<file path="config.mk">
export PLATFORM = sky130hd
export DESIGN_NAME = clksyn_prog
export DESIGN_NICKNAME = d
export VERILOG_FILES = /design/src/rtl/clksyn_pkg.sv /design/src/rtl/clksyn_timer.sv /design/src/rtl/clksyn_cellgen.sv /design/src/rtl/clksyn_prog.sv
export SDC_FILE = /design/constraint.sdc
export NUM_CORES = 1
export LEC_CHECK = 0
export ABC_AREA = 1
export BUFFER_PORTS_ARGS = -buffer_cell sky130_fd_sc_hd__buf_2
export CORE_ASPECT_RATIO = 1.1
export CORE_MARGIN = 2
export CORE_UTILIZATION = 50
export CTS_CLUSTER_DIAMETER = 60
export DETAILED_ROUTE_END_ITERATION = 10
export PLACE_DENSITY = 0.76
export SETUP_SLACK_MARGIN = 0.02
export SYNTH_ARGS = -nofsm -noshare
export SYNTH_HDL_FRONTEND = slang
export SYNTH_SLANG_ARGS = --single-unit
</file>
<file path="constraint.sdc">
create_clock -name clk -period 5.18 [get_ports clk]
set_clock_uncertainty 0.05 [all_clocks]
set_input_delay 0.259 -clock clk [delete_from_list [all_inputs] [get_ports clk]]
set_output_delay 0.259 -clock clk [all_outputs]
set_load 0.02 [all_outputs]
</file>
<file path="src/rtl/clksyn_pkg.sv">
package clksyn_pkg;
  typedef enum logic [1:0] {ST_IDLE, ST_SEND, ST_SETTLE} seq_state_t;

  typedef struct packed {
    logic dat;
    logic clk;
  } line_pair_t;

  localparam int START_PHASES = 5;
  localparam int STOP_PHASES  = 3;
  localparam int CELL_PHASES  = 4;

  function automatic int phase_total(input int word_bits, input int unlock_pairs);
    return 2 * unlock_pairs + START_PHASES + CELL_PHASES * word_bits + STOP_PHASES;
  endfunction
endpackage

</file>
<file path="src/rtl/clksyn_timer.sv">
module clksyn_timer #(
  parameter int COUNT = 8
) (
  input  logic clk,
  input  logic rst_n,
  input  logic run,
  output logic last
);
  localparam int CW = (COUNT > 1) ? $clog2(COUNT) : 1;
  localparam logic [CW-1:0] LIMIT = CW'(COUNT - 1);

  logic [CW-1:0] cnt;

  assign last = run && (cnt == LIMIT);

  always_ff @(posedge clk) begin
    if (!rst_n)              cnt <= '0;
    else if (!run || last)   cnt <= '0;
    else                     cnt <= cnt + 1'b1;
  end

  AST_CNT_BOUND: assert property (@(posedge clk) disable iff (!rst_n)
    cnt <= LIMIT);

  AST_CNT_IDLE_ZERO: assert property (@(posedge clk) disable iff (!rst_n)
    !$past(run) |-> cnt == '0);
endmodule

</file>
<file path="src/rtl/clksyn_cellgen.sv">
module clksyn_cellgen
  import clksyn_pkg::*;
#(
  parameter int WORD_BITS    = 24,
  parameter int UNLOCK_PAIRS = 6,
  parameter int IDX_W        = 7
) (
  input  logic [IDX_W-1:0]     idx,
  input  logic [WORD_BITS-1:0] word,
  output line_pair_t           lines
);
  localparam int BIT_W = (WORD_BITS > 1) ? $clog2(WORD_BITS) : 1;
  localparam int START_BASE_I = 2 * UNLOCK_PAIRS;
  localparam int BIT_BASE_I   = START_BASE_I + START_PHASES;
  localparam int STOP_BASE_I  = BIT_BASE_I + CELL_PHASES * WORD_BITS;

  localparam logic [IDX_W-1:0] START_BASE = IDX_W'(START_BASE_I);
  localparam logic [IDX_W-1:0] BIT_BASE   = IDX_W'(BIT_BASE_I);
  localparam logic [IDX_W-1:0] STOP_BASE  = IDX_W'(STOP_BASE_I);

  logic [IDX_W-1:0] rel;
  logic [BIT_W-1:0] bit_num;
  logic             cur_bit;

  always_comb begin
    rel     = '0;
    bit_num = '0;
    cur_bit = 1'b0;
    lines   = '{dat: 1'b1, clk: 1'b1};
    if (idx < START_BASE) begin
      lines = '{dat: 1'b1, clk: idx[0]};
    end else if (idx < BIT_BASE) begin
      rel = idx - START_BASE;
      case (rel[2:0])
        3'd0:    lines = '{dat: 1'b1, clk: 1'b0};
        3'd1:    lines = '{dat: 1'b0, clk: 1'b0};
        3'd2:    lines = '{dat: 1'b0, clk: 1'b1};
        3'd3:    lines = '{dat: 1'b0, clk: 1'b0};
        default: lines = '{dat: 1'b0, clk: 1'b1};
      endcase
    end else if (idx < STOP_BASE) begin
      rel     = idx - BIT_BASE;
      bit_num = BIT_W'(rel >> 2);
      cur_bit = word[bit_num];
      case (rel[1:0])
        2'd0:    lines = '{dat: ~cur_bit, clk: 1'b1};
        2'd1:    lines = '{dat: ~cur_bit, clk: 1'b0};
        2'd2:    lines = '{dat:  cur_bit, clk: 1'b0};
        default: lines = '{dat:  cur_bit, clk: 1'b1};
      endcase
    end else begin
      rel   = idx - STOP_BASE;
      lines = '{dat: 1'b1, clk: (rel[1:0] != 2'd1)};
    end
  end
endmodule

</file>
<file path="src/rtl/clksyn_prog.sv">
module clksyn_prog
  import clksyn_pkg::*;
#(
  parameter int WORD_BITS     = 24,
  parameter int UNLOCK_PAIRS  = 6,
  parameter int PHASE_CYCLES  = 8,
  parameter int SETTLE_CYCLES = 12_500_000
) (
  input  logic                 clk,
  input  logic                 rst_n,
  input  logic                 load_valid,
  output logic                 load_ready,
  input  logic [WORD_BITS-1:0] load_word,
  output logic                 busy,
  output logic                 done,
  output logic                 ser_clk,
  output logic                 ser_dat
);
  localparam int TOTAL = phase_total(WORD_BITS, UNLOCK_PAIRS);
  localparam int IDX_W = $clog2(TOTAL);
  localparam logic [IDX_W-1:0] LAST_IDX = IDX_W'(TOTAL - 1);

  seq_state_t           state;
  logic [IDX_W-1:0]     idx;
  logic [WORD_BITS-1:0] word_q;
  logic                 phase_last;
  logic                 settle_last;
  logic                 accept;
  line_pair_t           cell_lines;

  assign busy       = (state != ST_IDLE);
  assign load_ready = ~busy;
  assign accept     = load_valid && load_ready;

  clksyn_timer #(.COUNT(PHASE_CYCLES)) u_phase_timer (
    .clk   (clk),
    .rst_n (rst_n),
    .run   (state == ST_SEND),
    .last  (phase_last)
  );

  clksyn_timer #(.COUNT(SETTLE_CYCLES)) u_settle_timer (
    .clk   (clk),
    .rst_n (rst_n),
    .run   (state == ST_SETTLE),
    .last  (settle_last)
  );

  clksyn_cellgen #(
    .WORD_BITS    (WORD_BITS),
    .UNLOCK_PAIRS (UNLOCK_PAIRS),
    .IDX_W        (IDX_W)
  ) u_cellgen (
    .idx   (idx),
    .word  (word_q),
    .lines (cell_lines)
  );

  always_ff @(posedge clk) begin
    if (!rst_n) begin
      state  <= ST_IDLE;
      idx    <= '0;
      word_q <= '0;
      done   <= 1'b0;
    end else begin
      done <= 1'b0;
      case (state)
        ST_IDLE: begin
          if (accept) begin
            word_q <= load_word;
            idx    <= '0;
            state  <= ST_SEND;
          end
        end
        ST_SEND: begin
          if (phase_last) begin
            if (idx == LAST_IDX) state <= ST_SETTLE;
            else                 idx   <= idx + 1'b1;
          end
        end
        ST_SETTLE: begin
          if (settle_last) begin
            state <= ST_IDLE;
            done  <= 1'b1;
          end
        end
        default: state <= ST_IDLE;
      endcase
    end
  end

  always_comb begin
    if (state == ST_SEND) begin
      ser_clk = cell_lines.clk;
      ser_dat = cell_lines.dat;
    end else begin
      ser_clk = 1'b1;
      ser_dat = 1'b1;
    end
  end

  AST_DONE_ONE_CYCLE: assert property (@(posedge clk) disable iff (!rst_n)
    done |=> !done);

  AST_DONE_ENDS_BUSY: assert property (@(posedge clk) disable iff (!rst_n)
    done |-> !busy && $past(busy));

  AST_WORD_HELD: assert property (@(posedge clk) disable iff (!rst_n)
    busy && $past(busy) |-> $stable(word_q));

  AST_IDX_RANGE: assert property (@(posedge clk) disable iff (!rst_n)
    idx <= LAST_IDX);

  AST_PHASE_STEADY: assert property (@(posedge clk) disable iff (!rst_n)
    (state == ST_SEND) && $past(state == ST_SEND) && !$past(phase_last)
      |-> $stable(idx) && $stable(ser_clk) && $stable(ser_dat));

  AST_SETTLE_LINES_HIGH: assert property (@(posedge clk) disable iff (!rst_n)
    (state == ST_SETTLE) |-> ser_clk && ser_dat);
endmodule

</file>
==> run metrics, run 1 <==
RSZ-0062 raised after global routing false; Fin Setup TNS 0 ns; maximum fanout along the worst path 11; post-synth top area share between 30% and 40%; FMAX 0.343 GHz; placed standard-cell area around 0.0034 sq mm; Die Y a little under 90 um; Avg Synthesized Cell Area approximately 7.0 sq um; Worst Path Arrival about 2.6 ns; PD cells about 350 mW/mm^2; DR iter-0 viols about 160; vias 3003; io pins 32; layout cell share with drive strength beyond 1 approximately 17%; # diodes 0; hold path depth 3; crit end category primary output; P_leak ~1.5 nW; Port-buffer cells 31; syn nets roughly 500; CTS clk-pin slew, worst paths 0.08 ns; slew margin rel. about 45%; Place WS 2.65 ns; worst hold path type in -> reg; worst-skew pair later-pin latency between 0.3 and 0.4 ns; HP Start load_word[1]; Die ar. 0.00710 sq mm; CTS tree done; Critical Path Source idx[0]; Layout Cells excl Fill ~580; Design Area, Final approximately 0.0036 sq mm; WL per Instance between 10 and 15 um; Pwr Total about 1.3 mW; leading cell types in the layout, fill and taps excluded 97 x nand2_1, 81 x nor2_1, 61 x dfxtp_1, 39 x inv_1, 33 x o21ai_0; Area Growth Syn to Fin 12.4%; total CTS buffers 9; Req. time, crit path between 4 and 5 ns; hold buffer count at cts 0; synthesis warning total 0; final worst path period need about 2.9 ns; largest net degree at the start of global routing 27; CTS Buffer Depth 2; sequential fraction of the synthesis area between 30% and 40%; Initial Util about half; Reg-to-Reg Start state[0]; final global-route overflow total 0; first-pass GRT wire length roughly 12 mm; vias in the first global route 2865; H-tree depth 3; setup ws final around 2.3 ns; final wirelength roughly 7 mm; outcome complete, no violations; Worst setup SP type flip-flop; Post-CTS Resized 0; clock sink total ~60; most common cell after layout, fill and taps aside nand2_1; Hold Violations, Final 0; Remaining DRCs 0; Crit Path Class reg -> out; worst r2r path cells 6; Tcrit/Tclk final a little under three fifths; actual slew at the worst max-slew pin slightly above 0.8 ns; Peak supply drop about 0.20 mV; DP Wirelength 5.03 mm; Synth Instances approximately 460; GRT Resource Usage Total 21.4%; placed cells around 560; synth top area cells dfxtp_1 38%, nand2_1 11%, nor2_1 9.4%; Fillers about 600; GPL Wtd Cong 0.871; # Max-Cap Violations 0; initial antenna violation count 0; Die X 80.5 um; vias per inst 5.19; Netlist Area Pre-Place 0.00322 sq mm; Unique masters post-synth 38; post-CTS setup buffer count 0; Core Footprint between 0.006 and 0.007 sq mm; Final Max Tran Viols 0; standard-cell rows 30; Final nets approximately 530; Final ANT Viol Nets 0; final setup fails 0; CTS root buffer clkbuf_8; largest area contributor in the netlist dfxtp_1; DRT Pass-1 Iters 7; Synth Register Bits 61
==> sequential cells by signal (all words and copies together) (netlist names) <==
signal              flops
state                   2
idx                     7
done                    1
u_settle_timer.cnt     24
word_q                 24
u_phase_timer.cnt       3
==> critical path: stages, from the launching register on <==
cell     delay (ns)
dfxtp_1        0.35
inv_1          0.27
ha_1           0.33
nand2_1        0.15
nand2_1        0.28
nand2_1        0.10
nand2_1        0.07
nand2_1        0.05
nand2_1        0.07
nand2_1        0.04
nand3_1        0.07
nand3_1        0.09
nand2_1        0.08
nand2_1        0.05
nand3_1        0.06
nand2_1        0.05
buf_2          0.15
==> power breakdown <==
group	total [mW]	switching (mW)	internal [mW]
sequential	0.546	0.0296	0.517
clock	0.429	0.206	0.223
combinational	0.306	0.209	0.0969
total	1.28	0.444	0.837
==> final timing paths <==
check	to	slack [ns]
setup reg to reg	word_q[21]	2.80
hold reg to reg	u_phase_timer.cnt[0]	0.37
setup / recovery	ser_dat	2.27
hold / removal	word_q[1]	0.08
==> per-layer routing <==
metal / share of wire [%] / GRT usage (%) / vias up
li1: - / - / 1563
met1: 44 / 24.7 / 1367
met2: 50 / 37.1 / 61
met3: 4.1 / 5.26 / 12
met4: 1.8 / 9.71 / 0
met5: 0 / 0 / -
==> cells by family (layout without fill, tap and decap cells) <==
logic type | Yosys count | in the layout | synth area share (%)
AO/OA/AOI/OAI | 69 | 69 | 11.4
buffers and inverters | 57 | 95 | 7.35
AND/OR/NAND/NOR | 260 | 260 | 38.3
adder cells (fa/ha/maj) | 10 | 10 | 3.89
XOR/XNOR | 4 | 4 | 1.09
flip-flops | 61 | 61 | 37.9
==> cell type report <==
class                   count  area (sq um)  area share [%]
clock buffers               9           124            3.42
clock inverters             7          75.1            2.07
inverters                  48           183            5.05
multi-input cells         343          1760            48.7
flip-flops and latches     61          1220            33.7
well taps                  80           100            2.77
repair buffers             31           155            4.29
==> through the flow <==
step	hold WS, ns	util (%)
final	0.0761	58.4
after global routing	0.0842	58.4
after CTS	0.0712	58.4
after detailed placement	0.366	55.2
after global placement	0.360	55.2
after floorplan	0.344	-
==> synth_stat cells (all sizes together) <==
library cell  number
dfxtp             61
ha                10
a31oi              2
inv               45
nor2              92
o2111ai            1
clkbuf             5
nand4              7
o21a               2
nand3             34
nor3              13
a21oi             21
xor2               4
nor3b              3
clkinv             3
a211oi             2
o21ai             40
o211ai             1
or2                2
nand2            105
and3               1
buf                4
nor4               3
No activity file was read; power rests on OpenSTA's default activity.
==> run 2, diff against run 1 <==
==> constraint.sdc (replaced) <==
create_clock -name clk -period 2.7 [get_ports clk]
set_clock_uncertainty 0.05 [all_clocks]
set_input_delay 0.135 -clock clk [delete_from_list [all_inputs] [get_ports clk]]
set_output_delay 0.135 -clock clk [all_outputs]
set_load 0.02 [all_outputs]
==> run 2 against run 1 <==
Die area stayed put; count of clock-buffer cells in the layout increased by 2; global-route usage grew 0.45 points; sequential power increased by 92%; sequential cell count unchanged; routed wire length up 5.1%; first-iteration DRC count shrank 23%; design area up 7.7%; cell count rose by 4.1%; via count increased by 2.4%; critical path type unchanged; critical endpoint unchanged; largest cell class unchanged; highest routed layer unchanged.
==> run metrics, run 2 (same netlist as run 1, synthesis figures left out) <==
leading cell types in the layout, fill and taps excluded 96 x nand2_1, 81 x nor2_1, 59 x dfxtp_1, 37 x inv_1, 33 x o21ai_0; worst-skew pair later-pin latency 0.34 ns; Final Max Tran Viols 0; final worst path period need between 2 and 2.5 ns; # Max-Cap Violations 0; outcome complete, no violations; Top Registers u_settle_timer.cnt: 24 flops, word_q: 24 flops, idx: 7 flops; post-CTS setup buffer count 0; met3 Usage GRT ~4.6%; Switching Share between 30% and 40%; CP Cell Sequence inv_2 -> ha_4 -> nand2_1 -> o21ai_2 -> nand2_1 -> inv_1 -> nand3_1 -> nand3_1 -> nand3_1 -> nand3_1 -> nand3_1 -> nand2_1 -> buf_2; Die Y between 80 and 90 um; CTS tree done; DR iter-0 viols around 120; layout cell share with drive strength beyond 1 17.4%; maximum fanout along the worst path 7; CTS clk-pin slew, worst paths 0.07 ns; DP Wirelength 5.06 mm; initial antenna violation count 0; P_leak 1.63 nW; PD cells between 600 and 700 mW/mm^2; CTS Buffer Depth 2; GRT Resource Usage Total between 20% and 30%; Initial Util between 50% and 60%; Peak supply drop around 0.46 mV; Worst Path Arrival approximately 2.2 ns; total CTS buffers 9; Pint 1.69 mW; DRT Pass-1 Iters 5; CP bufs+invs 3; GR Util met2 roughly two fifths; Comb pwr share 24.9%; vias 3075; Die X 80.5 um; Worst setup SP type flip-flop; Clock power frac 33.7%; H-tree depth 3; met1 usage between 20% and 30%; crit end category primary output; Final ANT Viol Nets 0; Psw approximately 0.85 mW; Remaining DRCs 0; Fin Setup TNS 0 ns; Hold Violations, Final 0; FMAX between 0.4 and 0.5 GHz; Area Growth Syn to Fin 21.1%; standard-cell rows 30; WL per Instance approximately 12 um; io pins 32; final global-route overflow total 0; vias in the first global route 2820; Final nets between 500 and 600; Worst path slowest cell dfxtp_2; Port-buffer cells 31; actual slew at the worst max-slew pin approximately 0.72 ns; Crit Path Class reg -> out; worst hold path type in -> reg; Req. time, crit path 2.52 ns; first-pass GRT wire length approximately 12 mm; GPL Wtd Cong 0.879; Tcrit/Tclk final approximately nine tenths; final wirelength slightly above 7 mm; final setup fails 0; Top delay family on crit path simple AND/OR/NAND/NOR gates; Flop pwr share between 40% and 50%; vias per inst around 5.1; CTS root buffer clkbuf_8; RSZ-0062 raised after global routing false; Layout Cells excl Fill roughly 600; busiest grt layer met2; # diodes 0; slew margin rel. a little over half; most used cell, CP nand3_1; placed cells approximately 560; clock sink total 61; worst stage delay on the critical path roughly 0.37 ns; most common cell after layout, fill and taps aside nand2_1; Die ar. between 0.007 and 0.008 sq mm; largest net degree at the start of global routing 27; Core Footprint 0.00619 sq mm
==> run 2: worst min-delay path: stages <==
cell and delay, ns:
buf_2 0.09, o21ai_0 0.07, a21oi_1 0.10
==> run 2: layer usage <==
layer | wire (um) | up-vias
li1 | - | 1612
met1 | 3210 | 1407
met2 | 3740 | 42
met3 | 188 | 14
met4 | 110 | 0
met5 | 0 | -
==> run 2: layout make-up <==
| class | count | area (sq um) |
|---|---|---|
| fillers | 564 | 2300 |
| multi-input cells | 343 | 1790 |
| flip-flops and latches | 61 | 1220 |
| repair buffers | 55 | 393 |
| inverters | 48 | 185 |
| clock buffers | 11 | 151 |
| well taps | 80 | 100 |
| clock inverters | 5 | 58.8 |
==> run 2: metrics by stage <==
step	cell area, sq um	util [%]	setup slack (ns)	power (mW)	hold slack (ns)
finish	3900	62.9	0.287	2.54	0.0377
global route	3900	62.9	0.0468	2.69	0.0713
CTS	3870	62.5	0.0235	2.54	0.0177
detailed placement	3430	55.4	0.262	1.66	0.313
global placement	3430	55.4	0.349	1.64	0.305
floorplan	3220	-	0.663	1.52	0.220
==> run 2: power by group through the flow <==
stage | Clock (mW) | Sequential [mW] | Combinational [mW]
6_report | 0.856 | 1.05 | 0.634
5_1_grt | 0.902 | 1.06 | 0.722
4_1_cts | 0.871 | 1.05 | 0.620
3_5_place_dp | 0 | 1.07 | 0.588
3_3_place_gp | 0 | 1.07 | 0.577
2_1_floorplan | 0 | 1.05 | 0.472
==> run 2: worst paths after layout <==
check                        startpoint                endpoint  slack, ns  depth (start not counted)
hold / removal            load_word[21]              word_q[21]       0.04                          3
setup reg to reg  u_settle_timer.cnt[0]  u_settle_timer.cnt[13]       0.79                         11
setup / recovery                 idx[1]                 ser_dat       0.29                         13
hold reg to reg    u_phase_timer.cnt[0]    u_phase_timer.cnt[0]       0.39                          1
==> run 2: what timing repair did <==
action,in CTS,in global routing
hold buffers,23,0
endpoints found under the hold margin,23,0
setup endpoints to repair,1,1
gates cloned,0,0
resized for setup,2,8
